==> src/rtl/uart_fic_pkg.sv <==
package uart_fic_pkg;
  localparam logic [1:0] ADDR_DATA = 2'd0;
  localparam logic [1:0] ADDR_CTRL = 2'd2;

  typedef enum logic [2:0] {
    CAUSE_NONE   = 3'b000,
    CAUSE_THRE   = 3'b001,
    CAUSE_RXDATA = 3'b010,
    CAUSE_LINE   = 3'b011
  } cause_e;

  typedef struct packed {
    logic       en;
    logic       dma;
    logic [1:0] lvl_sel;
  } ctrl_t;

  function automatic logic [4:0] lvl_bytes(input logic [1:0] sel);
    case (sel)
      2'd0:    lvl_bytes = 5'd1;
      2'd1:    lvl_bytes = 5'd4;
      2'd2:    lvl_bytes = 5'd8;
      default: lvl_bytes = 5'd14;
    endcase
  endfunction
endpackage

==> src/rtl/uart_fic_fifo.sv <==
module uart_fic_fifo #(
  parameter int DEPTH = 16,
  parameter int W     = 8,
  localparam int AW   = $clog2(DEPTH),
  localparam int CW   = $clog2(DEPTH + 1)
) (
  input  logic          clk,
  input  logic          rst_n,
  input  logic          flush,
  input  logic          one_slot,
  input  logic          push,
  input  logic [W-1:0]  din,
  input  logic          pop,
  output logic [W-1:0]  dout,
  output logic [CW-1:0] cnt,
  output logic [CW-1:0] cnt_nxt,
  output logic          full
);
  logic [W-1:0]  mem [DEPTH];
  logic [AW-1:0] wr_ptr, rd_ptr, wr_nxt, rd_nxt;
  logic          push_ok, pop_ok;

  function automatic logic [AW-1:0] step(input logic [AW-1:0] p);
    step = (p == AW'(DEPTH - 1)) ? '0 : p + 1'b1;
  endfunction

  assign full    = one_slot ? (cnt != '0) : (cnt == CW'(DEPTH));
  assign push_ok = push && !full;
  assign pop_ok  = pop && (cnt != '0);
  assign dout    = mem[rd_ptr];

  always_comb begin
    wr_nxt  = wr_ptr;
    rd_nxt  = rd_ptr;
    cnt_nxt = cnt;
    if (flush) begin
      wr_nxt  = '0;
      rd_nxt  = '0;
      cnt_nxt = '0;
    end else begin
      if (push_ok) wr_nxt = step(wr_ptr);
      if (pop_ok)  rd_nxt = step(rd_ptr);
      cnt_nxt = cnt + CW'(push_ok) - CW'(pop_ok);
    end
  end

  always_ff @(posedge clk or negedge rst_n) begin
    if (!rst_n) begin
      wr_ptr <= '0;
      rd_ptr <= '0;
      cnt    <= '0;
    end else begin
      wr_ptr <= wr_nxt;
      rd_ptr <= rd_nxt;
      cnt    <= cnt_nxt;
    end
  end

  always_ff @(posedge clk) begin
    if (push_ok && !flush) mem[wr_ptr] <= din;
  end
endmodule

==> src/rtl/uart_fic_thre.sv <==
module uart_fic_thre #(
  parameter int CHAR_TICKS = 16,
  parameter int CW         = 5,
  localparam int TW        = $clog2(CHAR_TICKS + 1)
) (
  input  logic          clk,
  input  logic          rst_n,
  input  logic          baud_tick,
  input  logic [CW-1:0] tx_cnt,
  input  logic [CW-1:0] tx_cnt_nxt,
  input  logic          thr_wr,
  input  logic          iir_ack,
  output logic          thre
);
  logic          empty_evt, fire;
  logic          multi_q, multi_nxt;
  logic          dly_on, dly_on_nxt;
  logic [TW-1:0] dly_cnt, dly_cnt_nxt;
  logic          thre_nxt;

  assign empty_evt = (tx_cnt != '0) && (tx_cnt_nxt == '0);
  assign fire      = dly_on && baud_tick && (dly_cnt == TW'(CHAR_TICKS - 1)) && (tx_cnt == '0);

  always_comb begin
    multi_nxt = multi_q;
    if (empty_evt)                   multi_nxt = 1'b0;
    else if (tx_cnt_nxt >= CW'(2))   multi_nxt = 1'b1;

    dly_on_nxt  = dly_on;
    dly_cnt_nxt = dly_cnt;
    if (thr_wr) begin
      dly_on_nxt = 1'b0;
    end else if (empty_evt && !multi_q) begin
      dly_on_nxt  = 1'b1;
      dly_cnt_nxt = '0;
    end else if (fire) begin
      dly_on_nxt = 1'b0;
    end else if (dly_on && baud_tick) begin
      dly_cnt_nxt = dly_cnt + 1'b1;
    end

    thre_nxt = thre;
    if (thr_wr || iir_ack)        thre_nxt = 1'b0;
    else if (empty_evt && multi_q) thre_nxt = 1'b1;
    else if (fire)                 thre_nxt = 1'b1;
  end

  always_ff @(posedge clk or negedge rst_n) begin
    if (!rst_n) begin
      multi_q <= 1'b0;
      dly_on  <= 1'b0;
      dly_cnt <= '0;
      thre    <= 1'b0;
    end else begin
      multi_q <= multi_nxt;
      dly_on  <= dly_on_nxt;
      dly_cnt <= dly_cnt_nxt;
      thre    <= thre_nxt;
    end
  end
endmodule

==> src/rtl/uart_fifo_irq_ctrl.sv <==
module uart_fifo_irq_ctrl
  import uart_fic_pkg::*;
#(
  parameter int DEPTH      = 16,
  parameter int CHAR_TICKS = 16,
  localparam int CW        = $clog2(DEPTH + 1)
) (
  input  logic        clk,
  input  logic        rst_n,
  input  logic        reg_wr,
  input  logic        reg_rd,
  input  logic [1:0]  reg_addr,
  input  logic [31:0] reg_wdata,
  output logic [31:0] reg_rdata,
  input  logic        rx_push,
  input  logic [7:0]  rx_data,
  input  logic        rx_line_err,
  input  logic        tx_pop,
  output logic [7:0]  tx_data,
  output logic        tx_ready,
  input  logic        baud_tick,
  output logic        irq,
  output logic        dma_rx_req,
  output logic        dma_tx_req
);
  ctrl_t          ctrl_q, ctrl_nxt;
  logic           wr_ctrl, wr_data, rd_data, rd_ctrl, en_flip;
  logic           rx_flush, tx_flush;
  logic [CW-1:0]  rx_cnt, rx_cnt_nxt, tx_cnt, tx_cnt_nxt;
  logic           rx_full, tx_full;
  logic [7:0]     rx_head;
  logic [4:0]     lvl;
  logic           rx_at_lvl, thre_pend, fifo_en;
  cause_e         cause;
  logic [31:0]    iir;
  logic           unused_bits;

  assign unused_bits = ^{reg_wdata[31:8], reg_wdata[5:4]};

  assign wr_ctrl  = reg_wr && (reg_addr == ADDR_CTRL);
  assign wr_data  = reg_wr && (reg_addr == ADDR_DATA);
  assign rd_ctrl  = reg_rd && (reg_addr == ADDR_CTRL);
  assign rd_data  = reg_rd && (reg_addr == ADDR_DATA);
  assign en_flip  = wr_ctrl && (reg_wdata[0] != ctrl_q.en);
  assign rx_flush = en_flip || (wr_ctrl && reg_wdata[0] && reg_wdata[1]);
  assign tx_flush = en_flip || (wr_ctrl && reg_wdata[0] && reg_wdata[2]);
  assign fifo_en  = ctrl_q.en;

  always_comb begin
    ctrl_nxt = ctrl_q;
    if (wr_ctrl) begin
      ctrl_nxt.en = reg_wdata[0];
      if (reg_wdata[0]) begin
        ctrl_nxt.dma     = reg_wdata[3];
        ctrl_nxt.lvl_sel = reg_wdata[7:6];
      end
    end
  end

  always_ff @(posedge clk or negedge rst_n) begin
    if (!rst_n) ctrl_q <= '0;
    else        ctrl_q <= ctrl_nxt;
  end

  uart_fic_fifo #(.DEPTH(DEPTH), .W(8)) rx_q_i (
    .clk(clk), .rst_n(rst_n), .flush(rx_flush), .one_slot(!ctrl_q.en),
    .push(rx_push), .din(rx_data), .pop(rd_data), .dout(rx_head),
    .cnt(rx_cnt), .cnt_nxt(rx_cnt_nxt), .full(rx_full)
  );

  uart_fic_fifo #(.DEPTH(DEPTH), .W(8)) tx_q_i (
    .clk(clk), .rst_n(rst_n), .flush(tx_flush), .one_slot(!ctrl_q.en),
    .push(wr_data), .din(reg_wdata[7:0]), .pop(tx_pop), .dout(tx_data),
    .cnt(tx_cnt), .cnt_nxt(tx_cnt_nxt), .full(tx_full)
  );

  assign lvl       = ctrl_q.en ? lvl_bytes(ctrl_q.lvl_sel) : 5'd1;
  assign rx_at_lvl = (int'(rx_cnt) >= int'(lvl));

  always_comb begin
    if (rx_line_err)    cause = CAUSE_LINE;
    else if (rx_at_lvl) cause = CAUSE_RXDATA;
    else if (thre_pend) cause = CAUSE_THRE;
    else                cause = CAUSE_NONE;
  end

  uart_fic_thre #(.CHAR_TICKS(CHAR_TICKS), .CW(CW)) thre_i (
    .clk(clk), .rst_n(rst_n), .baud_tick(baud_tick),
    .tx_cnt(tx_cnt), .tx_cnt_nxt(tx_cnt_nxt), .thr_wr(wr_data),
    .iir_ack(rd_ctrl && (cause == CAUSE_THRE)), .thre(thre_pend)
  );

  assign iir = {24'd0, ctrl_q.en, ctrl_q.en, 2'b00, cause, (cause == CAUSE_NONE)};

  always_comb begin
    case (reg_addr)
      ADDR_DATA: reg_rdata = (rx_cnt != '0) ? {24'd0, rx_head} : 32'd0;
      ADDR_CTRL: reg_rdata = iir;
      default:   reg_rdata = 32'd0;
    endcase
  end

  assign irq        = (cause != CAUSE_NONE);
  assign tx_ready   = (tx_cnt != '0);
  assign dma_rx_req = ctrl_q.en && ctrl_q.dma && rx_at_lvl;
  assign dma_tx_req = ctrl_q.en && ctrl_q.dma && !tx_full;
endmodule

==> config.mk <==
export PLATFORM = sky130hd
export DESIGN_NAME = uart_fifo_irq_ctrl
export DESIGN_NICKNAME = d
export VERILOG_FILES = /design/src/rtl/uart_fic_pkg.sv /design/src/rtl/uart_fic_fifo.sv /design/src/rtl/uart_fic_thre.sv /design/src/rtl/uart_fifo_irq_ctrl.sv
export SDC_FILE = /design/constraint.sdc
export NUM_CORES = 1
export LEC_CHECK = 0
export ABC_AREA = 1
export ABC_CLOCK_PERIOD_IN_PS = 3300
export BUFFER_PORTS_ARGS = -buffer_cell sky130_fd_sc_hd__buf_2
export CAP_MARGIN = 0
export CORE_UTILIZATION = 35
export DETAILED_ROUTE_END_ITERATION = 8
export GPL_TIMING_DRIVEN = 0
export PLACE_DENSITY = 0.6
export RECOVER_POWER = 100
export SYNTH_ARGS = -nofsm -noshare
export SYNTH_HDL_FRONTEND = slang
export SYNTH_SLANG_ARGS = --single-unit
==> constraint.sdc <==
create_clock -name clk -period 3.3 [get_ports clk]
set_clock_uncertainty 0.1 [all_clocks]
set_input_delay 0.165 -clock clk [delete_from_list [all_inputs] [get_ports clk]]
set_output_delay 0.165 -clock clk [all_outputs]
set_load 0.005 [all_outputs]
# Word-level counts from Yosys, hierarchy flattened
# Memory sizes are Yosys's and may differ from the RTL's.
# Cells that the tools add are included.
# totals
in_bits,50
word_cells,128
romBits,0
ff_bits,38
output_inout_bits,44
memories,2
ram_bits,256
latchBits,0
# memory_table
name,words,word_bits,read_ports,rd_ports_with_merged_regs,write_ports,line,source
rx_q_i.mem,16,8,1,0,1,uart_fic_fifo.sv:19,logic [W-1:0] mem [DEPTH];
tx_q_i.mem,16,8,1,0,1,uart_fic_fifo.sv:19,
# op_classes
eq_ne,13
order_cmp,2
n_div,0
multipliers,0
addsub,9
n_mux,38
n_reduce_logical,50
bitwise_logic,1
n_shift,0
# ops
operator,n
$mux W4,12
$mux W5,6
$logic_and A1 B1 Y1,24
$add A4 B1 Y4 const B,4
$eq A4 B4 Y1 const B,4
$pmux W8 S2,1
$mux W1,15
$pmux W4 S3,1
$reduce_bool A2 Y1,6
$add A5 B1 Y5,2
$eq A5 B5 Y1 const B,2
$logic_not A5 Y1,2
$reduce_bool A5 Y1,2
$sub A5 B1 Y5,2
$reduce_bool A3 Y1,3
$mux W8,1
$add A5 B1 Y5 const B,1
$eq A5 B4 Y1 const B,1
$ge A5 B2 Y1 const B,1
$ge A5 B5 Y1,1
$logic_not A1 Y1,5
$eq A2 B2 Y1 const B,2
$logic_not A2 Y1,2
$mux W2,2
9 further kinds,11

# Longest topological paths before layout
# Gate-level depths: netlist (run 1).
# depth
ltp_word,12
ltp_mapped,22
depth_no_buf,22

# Cells and area by module
# From an unflattened synthesis (run 1), not the netlist that was laid out.
# unflattened
cells_unflattened,1506
area_unflattened_um2,14290.0
# modules_own_cells
mod,seq_area_each_um2,area_each_um2,cells_each,instances
uart_fic_fifo at tx_q_i,4169.0,6595.1,706,1
uart_fic_fifo at rx_q_i,4169.0,6404.9,616,1
uart_fifo_irq_ctrl,100.1,767.0,122,1
uart_fic_thre,200.2,523.0,62,1

# Least setup slack after synthesis (run 1)
# Ideal clock, no wire load.
# synth_path
kind,reg-to-reg
startpoint,reg tx_q_i.cnt[3]
endpoint,reg thre_i.dly_cnt[2]
t_required_ns,3.083
arrival_ns,2.759
n_path_buf,0
synth_period_minus_slack_ns,2.976
path_stages_with_launch,20
setup_ns,0.117
setup_slack_ns,0.324
path_cell_list,dfrtp_1 inv_1 ha_1 nand3_1 nor2_1 inv_1 nand2_1 inv_1 ha_1 inv_1 ha_1 fa_1 xnor2_1 a21oi_2 nor2_4 nand2_4 nand2_2 nand2_2 nand2_1 nand2_1
# synth_via
elab_chain_len,12
elab_cells_between_ends,18
classes_between,add/sub (2); eq/ne (2); mux (3); reduce/logical (11)
# synth_lines
element,line,source
"start, declared",uart_fic_fifo.sv:15,"output logic [CW-1:0] cnt,"
"start signal, assigned",uart_fic_fifo.sv:55,cnt <= cnt_nxt;
$reduce_bool A5 Y1 *,n/a,
via tx_ready,uart_fifo_irq_ctrl.sv:20,"output logic tx_ready,"
$mux W1,uart_fic_fifo.sv:27,assign full = one_slot ? (cnt != '0) : (cnt == CW'(DEPTH));
$logic_not A1 Y1,uart_fic_fifo.sv:28,assign push_ok = push && !full;
$logic_and A1 B1 Y1,uart_fic_fifo.sv:28,
$add A5 B1 Y5,uart_fic_fifo.sv:43,cnt_nxt = cnt + CW'(push_ok) - CW'(pop_ok);
$sub A5 B1 Y5,uart_fic_fifo.sv:43,
$mux W5,uart_fic_fifo.sv:36,if (flush) begin
$logic_not A5 Y1,uart_fic_thre.sv:21,assign empty_evt = (tx_cnt != '0) && (tx_cnt_nxt == '0);
$logic_and A1 B1 Y1 *,uart_fic_thre.sv:21,
$logic_and A1 B1 Y1 *,uart_fic_thre.sv:33,end else if (empty_evt && !multi_q) begin
$ne A2 B2 Y1 (no source line) or $reduce_bool A2 Y1 (tied branches),n/a,
$reduce_and A3 Y1 (no source line),n/a,
"end signal, assigned",uart_fic_thre.sv:57,dly_cnt <= dly_cnt_nxt;
"end, declared",uart_fic_thre.sv:18,"logic [TW-1:0] dly_cnt, dly_cnt_nxt;"
# Mark *: on every way through the listed nets, which the timed path passes. The rest lies on a longest branch.
# A chain may end at the register's enable or synchronous reset.

# Final worst setup path (run 1)
# layout_path
startpoint,reg tx_q_i.rd_ptr[1]
endpoint,out tx_data[5]
# layout_via
elab_chain_len,1
# layout_lines
element,line,source
"start, declared",uart_fic_fifo.sv:20,"logic [AW-1:0] wr_ptr, rd_ptr, wr_nxt, rd_nxt;"
"start signal, assigned",uart_fic_fifo.sv:54,rd_ptr <= rd_nxt;
$mem_v2 Z16 W8,n/a,
"end, declared",uart_fifo_irq_ctrl.sv:19,"output logic [7:0] tx_data,"
# Every way passes these cells.

==> results of run 1 <==
## final timing paths
| check | start | end | slack [ns] | cells past startpoint |
|---|---|---|---|---|
| min in group asynchronous | rst_n | rx_q_i.cnt[4] | 0.73 | 2 |
| setup reg to reg | fifo_en | thre_i.thre | 0.25 | 13 |
| setup / recovery | tx_q_i.rd_ptr[1] | tx_data[5] | 0.22 | 8 |
| hold reg to reg | thre_i.dly_cnt[4] | thre_i.dly_cnt[4] | 0.38 | 2 |
| max in group asynchronous | rst_n | tx_q_i.wr_ptr[0] | 1.11 | 2 |
| hold / removal | rx_push | rx_q_i.wr_ptr[3] | 0.01 | 4 |
## sequential cells by signal, indices dropped and copies added (netlist names)
register        flops
ctrl_q              3
fifo_en             1
rx_q_i.cnt          5
rx_q_i.mem        128
rx_q_i.rd_ptr       4
rx_q_i.wr_ptr       4
thre_i.dly_cnt      5
thre_i.dly_on       1
thre_i.multi_q      1
thre_i.thre         1
tx_q_i.cnt          5
tx_q_i.mem        128
tx_q_i.rd_ptr       4
tx_q_i.wr_ptr       4
## logic make-up (layout without fill, tap and decap cells)
family / Yosys count / count (layout) / synth area share
compound gates: 227 / 227 / 0.103
flops: 294 / 294 / 0.677
other cells: 1 / 24 / 0.000294
buf+inv: 138 / 277 / 0.0497
xor+xnor: 8 / 8 / 0.00550
simple gates: 394 / 394 / 0.131
mux: 3 / 3 / 0.00265
fa+ha+maj: 30 / 30 / 0.0306
## worst register-to-register path, cell delays in order, from the launching register on
cell and delay (ns):
dfrtp_1 0.32, buf_4 0.16, nand2_1 0.08, ha_1 0.29, nand2_1 0.07, inv_1 0.04, o21ai_0 0.15, nand3_1 0.26
nor3_1 0.21, nand2_1 0.07, dlygate4sd3_1 0.56, nand2_1 0.06, dlygate4sd3_1 0.54, a21oi_1 0.04
## per-stage QoR
step                hold WS [ns]   util  instance area (um2)  setup slack [ns]
floorplan                 -0.231      -                12800             0.324
global placement           0.253  0.382                13600            -0.278
detailed placement         0.261  0.383                13700            -0.288
CTS                       0.0199  0.422                15100            0.0267
global route              0.0664  0.423                15100          -0.00163
finish                    0.0143  0.423                15100             0.224
## power by group
| group | switching (uW) | internal [uW] |
|---|---|---|
| clock | 1500 | 2340 |
| combinational | 2650 | 1270 |
| sequential | 177 | 4310 |
| total | 4340 | 7920 |
## repair_timing
action / in CTS / in global routing
cloned: 0 / 0
gates resized for setup: 6 / 7
hold buffers: 24 / 0
endpoints found under the setup margin: 9 / 9
buffers inserted: 1 / 5
pin swaps: 1 / 6
endpoints found under the hold margin: 308 / 0
## cells in the final DEF, fill, tap and decap left out, types with 24 or more instances in the layout
master and n:
edfxtp_1 256, nor2_1 150, nand2_1 146, o21ai_0 126, inv_1 66, clkbuf_1 63, nand3_1 53, dfrtp_1 38
clkbuf_16 37, buf_2 31, buf_4 29, o22ai_1 29, ha_1 27, a21oi_1 26, conb_1 24, dlygate4sd3_1 24
## final cells by class
cell class	instances	share of cell area
sequential	294	0.572
multi-input combinational	686	0.241
clock buffer	45	0.0652
tap	461	0.0382
timing repair buffer	78	0.0319
buffer	65	0.0236
inverter	73	0.0181
clock inverter	16	0.0107
## cell usage after synthesis (all sizes together), types with 3 or more instances
cell type / number
xor2: 6
buf: 42
nand4: 13
nor3: 14
o211ai: 7
ha: 28
nand3: 55
nor2: 156
o21ai: 131
edfxtp: 256
a31oi: 4
o221ai: 15
nand2: 156
o22ai: 29
a221oi: 7
clkbuf: 23
mux2: 3
a21oi: 27
inv: 70
dfrtp: 38
clkinv: 3
## layer usage
layer | routed length (um) | part of all wire
met1 | 13900 | 0.45
met2 | 14900 | 0.48
met3 | 1710 | 0.055
met4 | 732 | 0.023
met5 | 0 | 0
==> results.md, run 1 <==
* Min Tclk post-route at 3.08 ns
* Post-Route WL at 31.3 mm
* Vias in the first global route at 8431
* Seq/Total Area, Yosys at 0.677
* Final setup TNS at 0 ns
* CTS Buf Count at 34
* Reg area at 8640 um2
* Via Count at 8703
* Via density at 5.07
* Crit path DAT at 2.81 ns
* DP Wirelength at 20.9 mm
* Number of fill cells at 3402
* CP Capture Type: output port
* N_diodes at 0
* Die span in x at 193 um
* Required time of the critical path at 3.03 ns
* Multi-input gate area at 3640 um2
* Global route hottest layer: met2
* Post-synth EDFFs at 256
* Die area at 37200 um2
* Cell mode on critical path: clkbuf_1
* Crit-path max cell delay at 0.43 ns
* Clk_lat worst skew at 0.53 ns
* Clock slew at reported path FFs at 0.06 ns
* Routing usage on met3 at 0.0342
* Initial antenna violation count at 0
* Final global-route overflow total at 0
* CP Max Fanout at 10
* Largest net degree at the start of global routing at 39
* First-pass GRT wire length at 48.3 mm
* Final setup violation count at 0
* Met1 Resource Use GR at 0.230
* Synth Instances at 1095
* Final net count at 1312
* Fmax at 325 MHz
* I/O Buffers at 45
* Async set-reset flop share out of synthesis at 0.129
* Most used flip-flop cell after synthesis: edfxtp_1
* Layout cells sized above 1 at 0.120
* Chip height at 193 um
* Startpoint Class: flip-flop
* Synth Cell Area at 12800 um2
* Failing checks: DRC, capacitance limit, slew limit
* Global Route Usage Sum at 0.173
* CP max stage cell: clkbuf_1
* Synthesized area per cell at 11.6 um2
* Synth area leader: edfxtp_1
* Max Cap Viol at 1
* Num rows at 69
* Synth Register Bits at 294
* Routed len/inst at 18.2 um
* Slew at the pin with the worst max-slew slack at 2.21 ns
* Area grow syn2layout at 18.5%
* Clk sinks at 294
* Worst hold path type: input port to flip-flop
* Placed Instances at 1626
* Hold Fails Final Rpt at 0
* Post-DRT Antenna Nets at 0
* H-tree Lvls at 2
* Cell family with most CP delay: buffers and inverters
* CTS Buffer Depth at 3
* # IOs at 94
* Synth cell types at 40
* CTS tree: yes
* Final Slew Violations at 39
* Power Density at 811 nW/um2
* Largest cells by area after synthesis: edfxtp_1, dfrtp_1, o21ai_0
* Clock root cell: clkbuf_16
* Setup CP Type: flip-flop to output port
* Met2 Usage GRT at 0.283
* Tcrit/Tclk final at 0.932
* Core area at 35700 um2
* Syn. warnings at 0
* Leak Pwr at 0.00556 uW
* Status: complete, but fails checks
* Routability cong. at 0.832
* VDD IR max at 0.790 mV
* Worst-path cell chain: clkbuf_1 > inv_1 > clkbuf_1 > o21ai_0 > o221ai_1 > nand4_1 > nand2_1 > buf_2
* Yosys top cell area share at 0.603
* Tot Pwr at 12300 uW
* First-pass detailed-route iteration total at 7
* Starting Density at 0.357
* CP bufs+invs at 4
* # DRC at 14
* Slew headroom at -0.473
* DRT iter0 DRCs at 677
* Final Non-Filler Cells at 1718
Power figures use the tool's default switching activity.
==> run 2, diff against run 1 <==
--- a/config.mk
+++ b/config.mk
@@ -8,7 +8,8 @@
 export ABC_AREA = 1
 export ABC_CLOCK_PERIOD_IN_PS = 3300
 export BUFFER_PORTS_ARGS = -buffer_cell sky130_fd_sc_hd__buf_2
-export CAP_MARGIN = 0
+export CAP_MARGIN = 5
+export CORE_ASPECT_RATIO = 0.75
 export CORE_UTILIZATION = 35
 export DETAILED_ROUTE_END_ITERATION = 8
 export GPL_TIMING_DRIVEN = 0
==> results.md, run 2 (same netlist as run 1, synthesis figures left out) <==
* Clk sinks at 294 (unchanged)
* Via density at 5.08 (was 5.07)
* Startpoint Class: flip-flop (unchanged)
* Final Cell Area at 14900 um2 (was 15100 um2)
* N_diodes at 0 (unchanged)
* DP Wirelength at 21.8 mm (was 20.9 mm)
* Required time of the critical path at 3.63 ns (was 3.03 ns)
* Status: complete, but fails checks (unchanged)
* Final global-route overflow total at 0 (unchanged)
* Sw Ratio at 0.367 (was 0.354)
* Num rows at 60 (was 69)
* Most frequent cells in the layout: edfxtp_1, nor2_1, nand2_1 (unchanged)
* Final setup TNS at 0 ns (unchanged)
* Vias in the first global route at 8105 (was 8431)
* Failing checks: capacitance limit, slew limit (was DRC, capacitance limit, slew limit)
* Comb power frac at 0.336 (was 0.320)
* First-pass detailed-route iteration total at 5 (was 7)
* Final setup violation count at 0 (unchanged)
* Area grow syn2layout at 16.7% (was 18.5%)
* Reg power frac at 0.387 (was 0.366)
* Routability cong. at 0.843 (was 0.832)
* Tcrit/Tclk final at 0.949 (was 0.932)
* Post-DRT Antenna Nets at 0 (unchanged)
* CTS Buffer Depth at 3 (unchanged)
* CP Max Fanout at 6 (was 10)
* Chip height at 167 um (was 193 um)
* Global Route Usage Sum at 0.168 (was 0.173)
* Max Cap Viol at 1 (unchanged)
* Leak Pwr at 0.00545 uW (was 0.00556 uW)
* Slew at the pin with the worst max-slew slack at 2.34 ns (was 2.21 ns)
* Worst hold path type: input port to flip-flop (unchanged)
* I/O Buffers at 45 (unchanged)
* Final net count at 1305 (was 1312)
* H-tree Lvls at 1 (was 2)
* DRT iter0 DRCs at 864 (was 677)
* VDD IR max at 0.317 mV (was 0.790 mV)
* RR Startpoint: rx_q_i.cnt[3] (was fifo_en)
* Biggest regs: rx_q_i.mem: 128 flops, tx_q_i.mem: 128 flops (unchanged)
* Pint at 7340 uW (was 7920 uW)
* Initial antenna violation count at 0 (unchanged)
* # IOs at 94 (unchanged)
* Final Slew Violations at 39 (unchanged)
* P_sw at 4270 uW (was 4340 uW)
* Fmax at 319 MHz (was 325 MHz)
* Setup crit start: rx_q_i.cnt[3] (was tx_q_i.rd_ptr[1])
* Crit path DAT at 3.46 ns (was 2.81 ns)
* Routed len/inst at 18.4 um (was 18.2 um)
* CP Capture Type: flip-flop (was output port)
* Clk_lat worst skew at 0.56 ns (was 0.53 ns)
* Clock slew at reported path FFs at 0.06 ns (about the same)
* Die span in x at 222 um (was 193 um)
* Slew headroom at -0.559 (was -0.473)
* Post-Route WL at 31.6 mm (was 31.3 mm)
* Largest net degree at the start of global routing at 39 (unchanged)
* Layout cells sized above 1 at 0.117 (was 0.120)
* Core area at 35900 um2 (was 35700 um2)
* CTS Buf Count at 30 (was 34)
* Setup CP Type: flip-flop to flip-flop (was flip-flop to output port)
* Starting Density at 0.355 (was 0.357)
* # DRC at 0 (was 14)
* Leading cell type in the layout, fill and taps excluded: edfxtp_1 (unchanged)
* Clock root cell: clkbuf_16 (unchanged)
* First-pass GRT wire length at 48.1 mm (was 48.3 mm)
* Finished Core Util at 0.415 (was 0.423)
* Clock power share at 0.277 (was 0.314)
* Hold Fails Final Rpt at 0 (unchanged)
* Min Tclk post-route at 3.13 ns (was 3.08 ns)
* CTS tree: yes (unchanged)
* Die area at 37200 um2 (about the same)
* Hold Crit Start: reg_addr[0] (was rx_push)
* Via Count at 8712 (was 8703)
* Power Density at 780 nW/um2 (was 811 nW/um2)
* DP Area at 13700 um2 (about the same)
run 2: cell count changes in the layout (fill, tap and decap cells not counted), moves of 2 or more:
cell       before  now
nand3_1        53   51
clkbuf_8        3    0
clkinv_4        1    4
bufinv_16       3    1
clkbuf_1       63   56
clkinv_1        8   12
nand2_1       146  148
nand3_2         2    4
clkbuf_16      37   31
clkbuf_2        0    6
run 2: path summary, 6_finish.rpt:
check,endpoint,depth (start not counted),slack [ns]
min,thre_i.dly_on,5,0.04
max reg2reg,rx_q_i.cnt[4],16,0.17
min reg2reg,thre_i.dly_cnt[4],2,0.37
max in group asynchronous,tx_q_i.rd_ptr[3],2,1.01
max,rx_q_i.cnt[4],16,0.17
min in group asynchronous,thre_i.dly_cnt[1],2,0.75
run 2: critical path, stage by stage, from the launching register on:
cell and delay, ns:
dfrtp_1 0.41, inv_1 0.09, ha_1 0.17, nand4_1 0.13
nand2_1 0.21, inv_1 0.14, nand2_1 0.19, inv_1 0.12
ha_1 0.28, inv_1 0.04, ha_1 0.21, fa_1 0.40
nand2_1 0.09, nand2_1 0.06, a21oi_1 0.15, xor2_1 0.16
nor2_1 0.05
run 2: cell type report:
class | instances | area [um2]
fillers | 3395 | 21000
flip-flops and latches | 294 | 8640
multi-input cells | 686 | 3640
clock buffers | 36 | 795
well taps | 465 | 582
repair buffers | 75 | 460
plain buffers | 65 | 360
inverters | 73 | 278
clock inverters | 20 | 131
run 2: metrics by stage:
step	std cells	setup slack, ns	hold slack [ns]	power, uW
floorplan	1118	0.324	-0.231	7040
global route	1714	-0.00225	0.0964	12300
global placement	1628	-0.344	0.262	8280
detailed placement	1631	-0.342	0.272	8360
finish	1714	0.168	0.0396	11600
CTS	1711	0.00755	0.0258	11600
run 2: per-layer routing:
metal,vias to the layer above,part of all wire,track usage,routed length [um]
met1,4269,0.50,0.267,15700
li1,4136,-,-,-
met5,-,0,0,0
met3,39,0.065,0.0274,2060
met2,268,0.42,0.238,13300
met4,0,0.016,0.0375,495
run 2: what timing repair did:
action,CTS,global route
gates resized for setup,5,9
hold buffers,23,0
hold endpoints to repair,314,0
pin swaps,1,3
setup buffers,1,2
setup endpoints to repair,8,9
run 2: power groups by stage:
stage | clock, uW | sequential, uW | combinational [uW]
finish | 3220 | 4490 | 3900
global route | 3410 | 4520 | 4370
CTS | 3270 | 4480 | 3870
detailed placement | 0 | 4560 | 3800
global placement | 0 | 4550 | 3730
floorplan | 0 | 4510 | 2530
==> run 3, diff against run 2 <==
--- a/config.mk
+++ b/config.mk
@@ -11,6 +11,7 @@
 export CAP_MARGIN = 5
 export CORE_ASPECT_RATIO = 0.75
 export CORE_UTILIZATION = 35
+export CTS_BUF_LIST = sky130_fd_sc_hd__clkbuf_2
 export DETAILED_ROUTE_END_ITERATION = 8
 export GPL_TIMING_DRIVEN = 0
 export PLACE_DENSITY = 0.6
@@ -18,3 +19,4 @@
 export SYNTH_ARGS = -nofsm -noshare
 export SYNTH_HDL_FRONTEND = slang
 export SYNTH_SLANG_ARGS = --single-unit
+export TNS_END_PERCENT = 30
==> results.md, run 3 (same netlist as run 1, synthesis figures left out) <==
* Status: complete, but fails checks (unchanged)
* Failing checks: capacitance limit, slew limit (unchanged)
* Clock slew at reported path FFs at 0.09 ns (was 0.06 ns)
* Crit path to: rx_q_i.cnt[4] (unchanged)
* Die area at 37200 um2 (unchanged)
* RSZ-0062 raised after global routing: true
* Via density at 5.03 (was 5.08)
* Layout cells sized above 1 at 0.180 (was 0.117)
* Leading cell type in the layout, fill and taps excluded: edfxtp_1 (unchanged)
* Tcrit/Tclk final at 0.950 (was 0.949)
* CP Capture Type: flip-flop (unchanged)
* Via Count at 9032 (was 8712)
* Reg-to-Reg End: rx_q_i.cnt[4] (unchanged)
* Crit path DAT at 3.74 ns (was 3.46 ns)
* Min Tclk post-route at 3.13 ns (about the same)
* Final net count at 1360 (was 1305)
* Final worst slack at 0.165 ns (was 0.168 ns)
* Reg2reg path depth at 16 (unchanged)
* # DRC at 0 (unchanged)
* CTS tree: yes (unchanged)
* I/O Buffers at 45 (unchanged)
* Required time of the critical path at 3.91 ns (was 3.63 ns)
* Routability cong. at 0.843 (unchanged)
* Reg area at 8640 um2 (unchanged)
* Routed len/inst at 18.0 um (was 18.4 um)
* Setup crit start: rx_q_i.cnt[2] (was rx_q_i.cnt[3])
* Final Slew Violations at 39 (unchanged)
* CTS Buffer Depth at 3 (unchanged)
* Worst hold path type: input port to flip-flop (unchanged)
* Num rows at 60 (unchanged)
* Vias in the first global route at 8534 (was 8105)
* First-pass detailed-route iteration total at 5 (unchanged)
* DP Wirelength at 21.8 mm (unchanged)
* Worst hold margin at 0.209 ns (was 0.0396 ns)
* Setup CP Type: flip-flop to flip-flop (unchanged)
* Starting Density at 0.355 (unchanged)
* Hold Fails Final Rpt at 0 (unchanged)
* DP Area at 13700 um2 (unchanged)
* Post-DRT Antenna Nets at 0 (unchanged)
* Fmax at 319 MHz (about the same)
* # IOs at 94 (unchanged)
* Max Cap Viol at 1 (unchanged)
* Startpoint Class: flip-flop (unchanged)
* Global Route Usage Sum at 0.173 (was 0.168)
* Clk_lat worst skew at 0.86 ns (was 0.56 ns)
* Post-Place Worst Slack at -0.342 ns (unchanged)
* Post-Route WL at 32.2 mm (was 31.6 mm)
* Final setup violation count at 0 (unchanged)
* Clock root cell: clkbuf_2 (was clkbuf_16)
* Largest net degree at the start of global routing at 39 (unchanged)
* CTS Buf Count at 75 (was 30)
* Area grow syn2layout at 15.4% (was 16.7%)
* Final global-route overflow total at 0 (unchanged)
* Core area at 35900 um2 (unchanged)
* First-pass GRT wire length at 49.0 mm (was 48.1 mm)
* Final Cell Area at 14700 um2 (was 14900 um2)
* H-tree Lvls at 3 (was 1)
* Initial antenna violation count at 1 (was 0)
* Slew headroom at -0.520 (was -0.559)
* VDD IR max at 0.276 mV (was 0.317 mV)
* Number of fill cells at 3482 (was 3395)
* DRT iter0 DRCs at 843 (was 864)
* RR Startpoint: rx_q_i.cnt[2] (was rx_q_i.cnt[3])
* CP Max Fanout at 6 (unchanged)
* Leak Pwr at 0.00558 uW (was 0.00545 uW)
* FF-to-FF setup slack at 0.17 ns (about the same)
* Multi-input gate area at 3630 um2 (was 3640 um2)
* Slew at the pin with the worst max-slew slack at 2.28 ns (was 2.34 ns)
* Final setup TNS at 0 ns (unchanged)
* Most frequent cells in the layout: edfxtp_1, nor2_1, nand2_1 (unchanged)
* Clk sinks at 294 (unchanged)
* Chip height at 167 um (unchanged)
* Biggest regs: rx_q_i.mem: 128 flops, tx_q_i.mem: 128 flops (unchanged)
* Die span in x at 222 um (unchanged)
* Power Density at 738 nW/um2 (was 780 nW/um2)
-- run 3: how the worst min path moves through the flow --
stage | start | end | slack [ns] | cells after the start
after floorplan | rst_n | ctrl_q[0] | -0.23 | 0
after global placement | rst_n | thre_i.dly_cnt[1] | 0.26 | 1
after detailed placement | rst_n | thre_i.dly_cnt[1] | 0.27 | 1
after CTS | reg_wdata[5] | tx_q_i.mem[11][5] | 0.03 | 2
after global routing | reg_rd | rx_q_i.rd_ptr[3] | 0.15 | 4
final | reg_rd | rx_q_i.rd_ptr[3] | 0.21 | 4
-- run 3: per-stage QoR --
stage / utilization / instances / total power (uW)
after floorplan: - / 1118 / 7040
after global placement: 0.380 / 1628 / 8280
after detailed placement: 0.382 / 1631 / 8360
after CTS: 0.410 / 1788 / 10800
after global routing: 0.410 / 1794 / 11600
final: 0.410 / 1794 / 10900
-- run 3: final cells by class --
type,count,share of cell area
Multi-Input combinational cell,686,0.247
Antenna cell,3,0.000510
Sequential cell,294,0.587
Tap cell,465,0.0395
Timing Repair Buffer,85,0.0385
Clock buffer,110,0.0374
Clock inverter,13,0.00578
Inverter,73,0.0196
Buffer,65,0.0250
-- run 3: what timing repair did --
action | CTS | global route
setup endpoints to repair | 12 | 24
buffers inserted | 1 | 2
resized for setup | 6 | 27
hold buffers | 33 | 0
pin swaps | 1 | 3
endpoints found under the hold margin | 342 | 0
-- run 3: power by group --
part | internal [uW] | switching, uW
Combinational | 1300 | 2670
Clock | 952 | 1460
Sequential | 4300 | 185
-- run 3: metal layers --
layer  up-vias  GRT usage  part of all wire
met3        52     0.0376             0.067
met1      4399      0.266              0.50
met4         0     0.0591             0.017
met2       299      0.238              0.42
met5         -          0                 0
li1       4282          -                 -
-- run 3: worst max-delay path, stage by stage (launching register included) --
cell and delay [ns]:
dfrtp_1 0.42, inv_1 0.09, ha_1 0.17, nand4_1 0.12
nand2_1 0.21, inv_1 0.15, nand2_1 0.19, inv_1 0.11
ha_1 0.28, inv_1 0.04, ha_1 0.21, fa_1 0.40
nand2_1 0.09, nand2_1 0.06, a21oi_1 0.15, xor2_1 0.16
nor2_1 0.05
